### src/rtl/nrs_pkg.sv
package nrs_pkg;
  localparam int MAIN_BYTES  = 512;
  localparam int SPARE_BYTES = 16;
  localparam int PAGE_BYTES  = MAIN_BYTES + SPARE_BYTES;
  localparam int HALF_BYTES  = MAIN_BYTES / 2;
  localparam int COL_W       = $clog2(PAGE_BYTES);
  localparam int SP_W        = $clog2(SPARE_BYTES);
  localparam int PG_W        = 15;
  localparam int BLK_PG_W    = 5;
  localparam int ADDR_CYCLES = 3;

  typedef logic [COL_W-1:0] col_t;
  typedef logic [PG_W-1:0]  pg_t;

  localparam col_t COL_LAST = col_t'(PAGE_BYTES - 1);

  typedef enum logic [1:0] {
    RM_LOW   = 2'd0,
    RM_HIGH  = 2'd1,
    RM_SPARE = 2'd2,
    RM_NONE  = 2'd3
  } rmode_t;

  typedef enum logic [2:0] {
    ST_IDLE   = 3'd0,
    ST_ADDR   = 3'd1,
    ST_LOAD   = 3'd2,
    ST_STREAM = 3'd3,
    ST_GRACE  = 3'd4,
    ST_RST    = 3'd5
  } st_t;

  localparam logic [7:0] OP_LOW   = 8'h00;
  localparam logic [7:0] OP_HIGH  = 8'h01;
  localparam logic [7:0] OP_SPARE = 8'h50;
  localparam logic [7:0] OP_RST   = 8'hFF;

  function automatic int max3(input int a, input int b, input int c);
    int m;
    m = (a > b) ? a : b;
    return (m > c) ? m : c;
  endfunction

  function automatic logic is_read_op(input logic [7:0] op);
    return (op == OP_LOW) || (op == OP_HIGH) || (op == OP_SPARE);
  endfunction

  function automatic rmode_t op_mode(input logic [7:0] op);
    case (op)
      OP_LOW:   return RM_LOW;
      OP_HIGH:  return RM_HIGH;
      OP_SPARE: return RM_SPARE;
      default:  return RM_NONE;
    endcase
  endfunction

  // column at which a freshly addressed read begins
  function automatic col_t start_col(input rmode_t m, input logic [7:0] b1);
    case (m)
      RM_LOW:   return col_t'(b1);
      RM_HIGH:  return col_t'(HALF_BYTES) + col_t'(b1);
      RM_SPARE: return col_t'(MAIN_BYTES) + col_t'(b1[SP_W-1:0]);
      default:  return '0;
    endcase
  endfunction

  // column at which the next page of a sequential read resumes
  function automatic col_t region_start(input rmode_t m);
    return (m == RM_SPARE) ? col_t'(MAIN_BYTES) : '0;
  endfunction

  function automatic logic block_end(input pg_t p);
    return &p[BLK_PG_W-1:0];
  endfunction

  // array content: spare area fixed, data area derived from address bits
  function automatic logic [7:0] cell_byte(input pg_t p, input col_t c);
    if (c >= col_t'(MAIN_BYTES)) return 8'hFF;
    return c[7:0] ^ p[7:0] ^ {p[PG_W-1:8], c[8]};
  endfunction
endpackage

### src/rtl/nrs_bus_decode.sv
module nrs_bus_decode (
  input  logic clk,
  input  logic rst_n,
  input  logic ce_n,
  input  logic cle,
  input  logic ale,
  input  logic we_n,
  input  logic re_n,
  output logic cmd_stb,
  output logic addr_stb,
  output logic rd_stb
);
  logic we_q;
  logic re_q;

  always_ff @(posedge clk or negedge rst_n) begin
    if (!rst_n) begin
      we_q <= 1'b1;
      re_q <= 1'b1;
    end else begin
      we_q <= we_n;
      re_q <= re_n;
    end
  end

  logic we_rise;
  logic re_fall;
  assign we_rise = we_n & ~we_q;
  assign re_fall = ~re_n & re_q;

  assign cmd_stb  = ~ce_n & we_rise &  cle & ~ale;
  assign addr_stb = ~ce_n & we_rise &  ale & ~cle;
  assign rd_stb   = ~ce_n & re_fall;
endmodule

### src/rtl/nrs_addr_latch.sv
module nrs_addr_latch
  import nrs_pkg::*;
(
  input  logic       clk,
  input  logic       rst_n,
  input  logic       clr,
  input  logic       stb,
  input  logic [7:0] din,
  output logic       done,
  output pg_t        pg_out,
  output logic [7:0] col_byte
);
  localparam int IDX_W = $clog2(ADDR_CYCLES);
  typedef logic [IDX_W-1:0] idx_t;
  localparam idx_t IDX_LAST = idx_t'(ADDR_CYCLES - 1);

  idx_t       idx;
  logic [7:0] byte_q [ADDR_CYCLES-1];

  assign done = stb && (idx == IDX_LAST);

  always_ff @(posedge clk or negedge rst_n) begin
    if (!rst_n) begin
      idx <= '0;
    end else if (clr || done) begin
      idx <= '0;
    end else if (stb) begin
      idx <= idx + idx_t'(1);
    end
  end

  for (genvar g = 0; g < ADDR_CYCLES - 1; g++) begin : g_byte
    always_ff @(posedge clk or negedge rst_n) begin
      if (!rst_n) byte_q[g] <= '0;
      else if (stb && (idx == idx_t'(g))) byte_q[g] <= din;
    end
  end

  logic unused_top_bit;
  assign unused_top_bit = din[7];

  assign pg_out   = {din[PG_W-9:0], byte_q[1]};
  assign col_byte = byte_q[0];
endmodule

### src/rtl/nrs_read_fsm.sv
module nrs_read_fsm
  import nrs_pkg::*;
#(
  parameter int LOAD_CYC  = 24,
  parameter int RST_CYC   = 16,
  parameter int GRACE_CYC = 4
) (
  input  logic       clk,
  input  logic       rst_n,
  input  logic       ce_n,
  input  logic       cmd_stb,
  input  logic [7:0] din,
  input  logic       addr_done,
  input  pg_t        pg_in,
  input  logic [7:0] c1_in,
  input  logic       rd_stb,
  output st_t        st_o,
  output col_t       col_o,
  output logic [7:0] dout,
  output logic       busy_n,
  output logic       cmd_take,
  output logic       addr_open
);
  localparam int CNT_MAX = max3(LOAD_CYC, RST_CYC, GRACE_CYC);
  localparam int CNT_W   = $clog2(CNT_MAX + 1);
  typedef logic [CNT_W-1:0] cnt_t;

  st_t        st;
  cnt_t       cnt;
  rmode_t     mode_q;
  pg_t        pg_q;
  col_t       col_q;
  logic [7:0] dout_q;

  logic busy_now;
  logic rst_cmd;
  assign busy_now  = (st == ST_LOAD) || (st == ST_RST);
  assign rst_cmd   = cmd_stb && (din == OP_RST);
  assign cmd_take  = cmd_stb && is_read_op(din) && !busy_now;
  assign addr_open = (st == ST_ADDR);

  always_ff @(posedge clk or negedge rst_n) begin
    if (!rst_n) begin
      st     <= ST_IDLE;
      cnt    <= '0;
      mode_q <= RM_NONE;
      pg_q   <= '0;
      col_q  <= '0;
      dout_q <= '0;
    end else if (rst_cmd) begin
      st     <= ST_RST;
      cnt    <= cnt_t'(RST_CYC - 1);
      mode_q <= RM_NONE;
    end else begin
      case (st)
        ST_RST: begin
          if (cnt == '0) st <= ST_IDLE;
          else cnt <= cnt - cnt_t'(1);
        end
        ST_LOAD: begin
          if (cnt == '0) st <= ST_STREAM;
          else cnt <= cnt - cnt_t'(1);
        end
        default: begin
          if (cmd_take) begin
            st     <= ST_ADDR;
            mode_q <= op_mode(din);
          end else begin
            case (st)
              ST_ADDR: begin
                if (addr_done) begin
                  pg_q  <= pg_in;
                  col_q <= start_col(mode_q, c1_in);
                  st    <= ST_LOAD;
                  cnt   <= cnt_t'(LOAD_CYC - 1);
                end
              end
              ST_STREAM: begin
                if (ce_n) begin
                  st <= ST_IDLE;
                end else if (rd_stb) begin
                  dout_q <= cell_byte(pg_q, col_q);
                  if (col_q == COL_LAST) begin
                    if (block_end(pg_q)) begin
                      st <= ST_IDLE;
                    end else begin
                      st  <= ST_GRACE;
                      cnt <= cnt_t'(GRACE_CYC - 1);
                    end
                  end else begin
                    col_q <= col_q + col_t'(1);
                  end
                end
              end
              ST_GRACE: begin
                if (ce_n) begin
                  st <= ST_IDLE;
                end else if (cnt == '0) begin
                  st    <= ST_LOAD;
                  cnt   <= cnt_t'(LOAD_CYC - 1);
                  pg_q  <= pg_q + pg_t'(1);
                  col_q <= region_start(mode_q);
                end else begin
                  cnt <= cnt - cnt_t'(1);
                end
              end
              default: ;
            endcase
          end
        end
      endcase
    end
  end

  assign st_o   = st;
  assign col_o  = col_q;
  assign dout   = dout_q;
  assign busy_n = !busy_now;
endmodule

### src/rtl/nand_rom_reader.sv
module nand_rom_reader
  import nrs_pkg::*;
#(
  parameter int LOAD_CYC  = 24,
  parameter int RST_CYC   = 16,
  parameter int GRACE_CYC = 4
) (
  input  logic       clk,
  input  logic       rst_n,
  input  logic       ce_n,
  input  logic       cle,
  input  logic       ale,
  input  logic       we_n,
  input  logic       re_n,
  input  logic [7:0] io_in,
  output logic [7:0] io_out,
  output logic       busy_n
);
  logic       cmd_stb;
  logic       addr_stb;
  logic       rd_stb;
  logic       addr_done;
  logic       cmd_take;
  logic       addr_open;
  pg_t        pg_lat;
  logic [7:0] c1_lat;
  st_t        st;
  col_t       col;

  nrs_bus_decode u_dec (
    .clk      (clk),
    .rst_n    (rst_n),
    .ce_n     (ce_n),
    .cle      (cle),
    .ale      (ale),
    .we_n     (we_n),
    .re_n     (re_n),
    .cmd_stb  (cmd_stb),
    .addr_stb (addr_stb),
    .rd_stb   (rd_stb)
  );

  nrs_addr_latch u_addr (
    .clk      (clk),
    .rst_n    (rst_n),
    .clr      (cmd_take),
    .stb      (addr_stb && addr_open),
    .din      (io_in),
    .done     (addr_done),
    .pg_out   (pg_lat),
    .col_byte (c1_lat)
  );

  nrs_read_fsm #(
    .LOAD_CYC  (LOAD_CYC),
    .RST_CYC   (RST_CYC),
    .GRACE_CYC (GRACE_CYC)
  ) u_fsm (
    .clk       (clk),
    .rst_n     (rst_n),
    .ce_n      (ce_n),
    .cmd_stb   (cmd_stb),
    .din       (io_in),
    .addr_done (addr_done),
    .pg_in     (pg_lat),
    .c1_in     (c1_lat),
    .rd_stb    (rd_stb),
    .st_o      (st),
    .col_o     (col),
    .dout      (io_out),
    .busy_n    (busy_n),
    .cmd_take  (cmd_take),
    .addr_open (addr_open)
  );
endmodule

### config.mk
export PLATFORM = sky130hd
export DESIGN_NAME = nand_rom_reader
export DESIGN_NICKNAME = d
export VERILOG_FILES = /design/src/rtl/nrs_pkg.sv /design/src/rtl/nrs_bus_decode.sv /design/src/rtl/nrs_addr_latch.sv /design/src/rtl/nrs_read_fsm.sv /design/src/rtl/nand_rom_reader.sv
export SDC_FILE = /design/constraint.sdc
export NUM_CORES = 1
export LEC_CHECK = 0
export ABC_CLOCK_PERIOD_IN_PS = 2300
export BUFFER_PORTS_ARGS = -buffer_cell sky130_fd_sc_hd__clkbuf_2
export CAP_MARGIN = 20
export CORE_MARGIN = 4
export CORE_UTILIZATION = 47
export CTS_BUF_LIST = sky130_fd_sc_hd__clkbuf_8
export CTS_CLUSTER_DIAMETER = 30
export DETAILED_ROUTE_END_ITERATION = 8
export GPL_TIMING_DRIVEN = 0
export PLACE_DENSITY = 0.67
export SYNTH_ARGS = -nofsm -noshare
export SYNTH_HDL_FRONTEND = slang
export SYNTH_SLANG_ARGS = --single-unit
### constraint.sdc
create_clock -name clk -period 2.3 [get_ports clk]
set_input_delay 0.46 -clock clk [delete_from_list [all_inputs] [get_ports clk]]
set_output_delay 0.46 -clock clk [all_outputs]
set_load 0.01 [all_outputs]
== Word-level counts from Yosys, hierarchy flattened ==
Index checks and enable logic that the tools add are counted.

* Muxes and demuxes: 53
* Bitwise gates (word level): 18
* Reduce and logical (&&, ||, !) cells: 30
* Add/subtract/negate cells: 6
* $lt $le $gt $ge: 1
* Eq/ne operators: 34

{| class="wikitable"
|+ Operator list
! operator !! count
|-
| two-way mux 10 bit || 7
|-
| case mux 10 bit (3 select lines) || 2
|-
| two-way mux 5 bit || 11
|-
| two-way mux 15 bit || 3
|-
| two-way mux 3 bit || 11
|-
| case mux 15 bit (2 select lines) || 1
|-
| two-way mux 8 bit || 2
|-
| inequality test 4 x 3 -> 1 bit, second input constant || 4
|-
| XOR 8 bit || 2
|-
| adder 15 x 1 -> 15 bit, second input constant || 1
|-
| case mux 5 bit (3 select lines) || 1
|-
| AND reduction 7 bit || 2
|-
| inequality test 3 x 2 -> 1 bit, second input constant || 4
|-
| adder 10 x 1 -> 10 bit, second input constant || 1
|-
| adder 10 x 4 -> 10 bit, first input constant || 1
|-
| adder 9 x 8 -> 10 bit, first input constant || 1
|-
| equality test 10 bit, second input constant || 1
|-
| greater-or-equal comparator 10 bit, second input constant || 1
|-
| two-way mux 2 bit || 5
|-
| AND reduction 10 bit || 1
|-
| case mux 3 bit (3 select lines) || 1
|-
| AND reduction 9 bit || 1
|-
| bitwise AND 1 bit || 8
|-
| equality test 8 x 1 -> 1 bit, second input constant || 1
|-
| other kinds (34) || 69
|}

* Flip-flop bits (word level): 63
* Input bits: 15
* Word-level logic and storage cells: 153

== Logic depth before layout (Yosys ltp) ==
* Depth after elaboration: 12
* Depth in mapped cells: 10
* Depth with buffers taken out: 8

== Cells and area by module ==
Synthesis repeated with hierarchy kept, for this count alone.

* Cell total of the unflattened synthesis: 430
* Area total of the unflattened synthesis: 4,005.1 um^2

{| class="wikitable"
|+ By module, submodules not included
! module !! area an instance (um^2) !! seq. area each (um^2) !! instances !! cells each
|-
| nrs_read_fsm || 3,114.2 || 1,078.5 || 1 || 368
|-
| nrs_addr_latch || 790.8 || 450.4 || 1 || 55
|-
| nrs_bus_decode || 93.8 || 52.6 || 1 || 6
|-
| nand_rom_reader || 6.3 || 0.0 || 1 || 1
|}

== Worst setup path before layout ==
OpenSTA, ideal clock, no wires.

* Kind: flip-flop to flip-flop
* Start point: register u_fsm.cnt[0]
* End point: register u_fsm.col_q[1], in the netlist u_fsm.col_o[1]
* Data arrival time: 2,273 ps
* Setup slack: -100 ps
* Data required time: 2,173 ps
* Library setup time: 127 ps
* Stages on the path, launching flop included: 11
* Path through: dfrtp_1 > inv_1 > ha_1 > or4b_1 > buf_2 > o21ai_2 > nand2_2 > or4_1 > buf_2 > a221oi_2 > a21oi_1

* Longest elaborated chain between the ends: 3

{| class="wikitable"
|+ RTL lines
! what !! line !! source
|-
| from (decl) || nrs_read_fsm.sv:29 || <nowiki>cnt_t cnt;</nowiki>
|-
| from (signal assigned) || nrs_read_fsm.sv:52 || <nowiki>cnt <= cnt_t'(RST_CYC - 1);</nowiki>
|-
| from (signal assigned) || nrs_read_fsm.sv:58 || <nowiki>else cnt <= cnt - cnt_t'(1);</nowiki>
|-
| from (signal assigned) || nrs_read_fsm.sv:62 || <nowiki>else cnt <= cnt - cnt_t'(1);</nowiki>
|-
| zero test 5 bit || nrs_read_fsm.sv:98 || <nowiki>end else if (cnt == '0) begin</nowiki>
|-
| inequality test 2 x 1 -> 1 bit (no line) || - ||
|-
| AND reduction 10 bit (no line) || - ||
|-
| to (signal assigned) || nrs_read_fsm.sv:73 || <nowiki>col_q <= start_col(mode_q, c1_in);</nowiki>
|-
| to (signal assigned) || nrs_read_fsm.sv:91 || <nowiki>col_q <= col_q + col_t'(1);</nowiki>
|-
| to (signal assigned) || nrs_read_fsm.sv:102 || <nowiki>col_q <= region_start(mode_q);</nowiki>
|-
| to (decl) || nrs_read_fsm.sv:32 || <nowiki>col_t col_q;</nowiki>
|}

Every way passes these cells.
A chain may end at the register's enable or synchronous reset.

== Worst setup path in the final report ==
Same ends and word-level chain as after synthesis.

==> results by group <==
Timing
  – Pin slew with the least headroom to its limit: 0.728 ns
  – Setup-failing EPs final: 25
  – Fmax: 0.408 GHz
  – Final hold slack: 0.222 ns
  – Setup TNS: -2.70 ns
  – Minimum clock period: roughly 2.5 ns
  – RSZ-0062 raised after global routing: true
  – Relative slew slack: 0.512
  – Tcrit/Tclk final: 1.07
  – Clk_skew: 0.0149 ns
  – Slew Limit Fails: 0
  – Final hold vios: 0
  – Worst setup margin: -0.151 ns

Outcome
  – Status: finished, violations left
  – Failing checks: negative setup slack

Layout
  – Most frequent cells in the layout: 58 x dfrtp_1, 41 x nor2_1, 34 x nand2_1, 25 x a21oi_1, 22 x clkbuf_2
  – Area Overhead vs Synth: 23.3%
  – Share of layout cells above drive strength 1: 0.290
  – Most common cell after layout, fill and taps aside: dfrtp_1
  – Layout fillers: 687
  – Multi-input logic area: 2180 um^2
  – N_diodes: 0
  – Register area: 1580 um^2
  – Number of nets in the layout: 493

Setup path
  – Critical Path End Type: register
  – Kind of critical path: register to register
  – Worst path required time: roughly 2.5 ns
  – Crit-path slowest cell: or4_4
  – FF-to-FF setup slack: -0.15 ns
  – Terminus of the critical flop-to-flop path: u_fsm.col_o[1]
  – Critical-path cell list: inv_2, ha_4, or4b_4, o21ai_2, nand2_2, buf_6, or4_4, buf_8, a221oi_2, a21oi_1
  – Reg2Reg Depth: 10
  – Crit Reg-Reg Startpoint: u_fsm.cnt[0]
  – Startpoint types: register
  – Critical path arrival: roughly 2.7 ns
  – Worst-path maximum fanout: 5
  – Max incr delay on CP: ~0.52 ns

Drt
  – DR WL met2: 4.82 mm
  – Drt wl/cell: 17.5 um
  – DRT met1 WL: between 4 and 5 mm
  – Drt initial violations: 227
  – WL met3: 669 um
  – Antenna-violating nets left: 0
  – Vias/cell: roughly 6.0
  – Final WL: roughly 10 mm
  – Top Layer Used: met4
  – Via count: around 3500
  – DRT Pass-1 Iters: 6
  – DRC: 0

Synthesis
  – Synth Area per Inst: 9.12 um^2
  – Syn_nets: between 400 and 500
  – Synth Flop Type: dfrtp_1
  – Synth unique cells: 67
  – Post-synthesis sequential area ratio: 0.418
  – Synthesized instance count: 415
  – Ys Warns: 0
  – Syn Std Cell Area: 3780 um^2
  – Post-synth EDFFs: 0
  – Fraction of registers with async set/reset: 1.00
  – FF+latch count, synth: 63

Clock network
  – # H-tree levels: 3
  – Clock Path Buffers: 2
  – CTS tree: yes
  – TritonCTS Buffers: 9
  – Worst-Skew Late Latency: 0.35 ns
  – Num Clock Sinks: 63
  – Clock tree root buffer cell: clkbuf_8
  – Clock-pin slew on the worst setup and hold paths: ~0.070 ns

Power
  – Leakage: around 0.002 uW
  – Worst VDD drop: 499 uV
  – PD cells: 1060 nW/um^2

Global routing
  – Vias in the first global route: 3108
  – Pin count of the biggest net entering global routing: 53
  – Total grt overflow: 0
  – Overall Global Routing Usage: 0.207
  – First-pass GRT wire length: 16.0 mm
  – Initial antenna violation count: 0

Floorplanning
  – Die Ht: about 98 um
  – Initial Util: 0.487
  – IO Pins: 24
  – Die width: 97.7 um
  – Rows: 32
  – Die area: 9550 um^2
  – Core Region: 7770 um^2

Place
  – DP HPWL: 6.81 mm
  – Routability Congestion: 0.859
  – Port Buffers: 22

Run
  – Max cap viols: 0

Min path
  – Hold path cells: 1
  – Hold_sp: re_n
  – Min-Delay Endpoint: u_dec.re_q
  – Hold Crit Class: input pin to register
metrics by stage:
step	util	cell area, um^2	power, uW	worst slack [ns]	std cells
floorplan	-	3800	3030	-0.0262	415
global placement	0.520	4040	3490	-0.376	539
detailed placement	0.524	4070	3570	-0.439	540
CTS	0.567	4400	4700	-0.121	566
global route	0.601	4670	5270	-0.257	575
finish	0.601	4670	4930	-0.151	575
power breakdown:
group	internal, uW	switching [uW]
Sequential	1390	276
Combinational	1020	1250
Clock	548	446
critical path: cells and delay by family (launching register included):
family	cells	cell delay, ns
buffers and inverters	3	0.37
adder cells (fa/ha/maj)	1	0.13
flip-flops	1	0.39
AO/OA/AOI/OAI	3	0.38
AND/OR/NAND/NOR	3	1.09
sequential cells by signal (all words and copies together) (netlist names):
name / count
u_fsm.cnt: 5
u_addr.pg_out: 8
u_fsm.mode_q: 2
u_fsm.dout: 8
u_dec.we_q: 1
u_fsm.st_o: 3
u_addr.idx: 2
u_dec.re_q: 1
u_fsm.pg_q: 15
u_fsm.col_o: 10
u_addr.col_byte: 8
what timing repair did:
action / CTS / global route
pin swaps: 6 / 13
gates cloned: 1 / 2
hold buffers: 1 / 0
resized for setup: 12 / 36
endpoints found under the setup margin: 37 / 54
setup buffers: 10 / 9
hold endpoints to repair: 9 / 0
worst max-delay path by stage:
stage | startpoint | endpoint | depth (start not counted)
2_1_floorplan | u_fsm.cnt[0] | u_fsm.pg_q[0] | 9
3_3_place_gp | ce_n | u_fsm.pg_q[3] | 7
3_5_place_dp | ce_n | u_fsm.pg_q[3] | 7
4_1_cts | u_fsm.cnt[0] | u_fsm.pg_q[0] | 8
5_1_grt | u_fsm.cnt[0] | u_fsm.col_o[1] | 10
6_report | u_fsm.cnt[0] | u_fsm.col_o[1] | 10
synthesized netlist by cell type (4+ instances only):
cell type  instances  area, um^2
mux2_2            16         180
nand4_1            7        43.8
dfrtp_1           59        1480
nor2_1            42         158
o21ai_0           10        50.1
nor3_1             9        45.0
a31oi_1           12        75.1
dfstp_2            4         105
inv_1             17        63.8
o21ai_1           19        95.1
buf_2              9        45.0
and3_1            12        75.1
a21oi_1           30         150
nand3_1            9        45.0
nand2_1           34         128
ha_1               9         113
xnor2_1           13         114
clkbuf_1          13        48.8
a22oi_1            4        30.0
o21a_1             4        30.0
nor3b_1            6        45.0
o22ai_1            9        56.3
cells by family (layout without fill, tap and decap cells):
kind of cell | after synthesis | in the layout | synth area share
AOI/OAI and AO/OA | 119 | 119 | 0.208
adders and majority gates | 9 | 9 | 0.0298
and+or+nand+nor | 146 | 146 | 0.203
buffers and inverters | 43 | 101 | 0.0486
xor gates and xnor gates | 16 | 16 | 0.0370
DFF | 63 | 63 | 0.418
muxes | 19 | 19 | 0.0556
layer usage:
metal  up-vias  track usage
li1       1621            -
met1      1665        0.295
met2       150        0.321
met3        16       0.0316
met4         0       0.0767
met5         -            0
cell type report:
type                       instances  area share
buffer                            23      0.0290
clock buffer                      11      0.0324
clock inverter                     4     0.00992
inverter                          17      0.0137
multi-input combinational        309       0.467
sequential                        63       0.339
tap                              102      0.0273
timing repair buffer              46      0.0818
No activity file was read; power rests on OpenSTA's default activity.
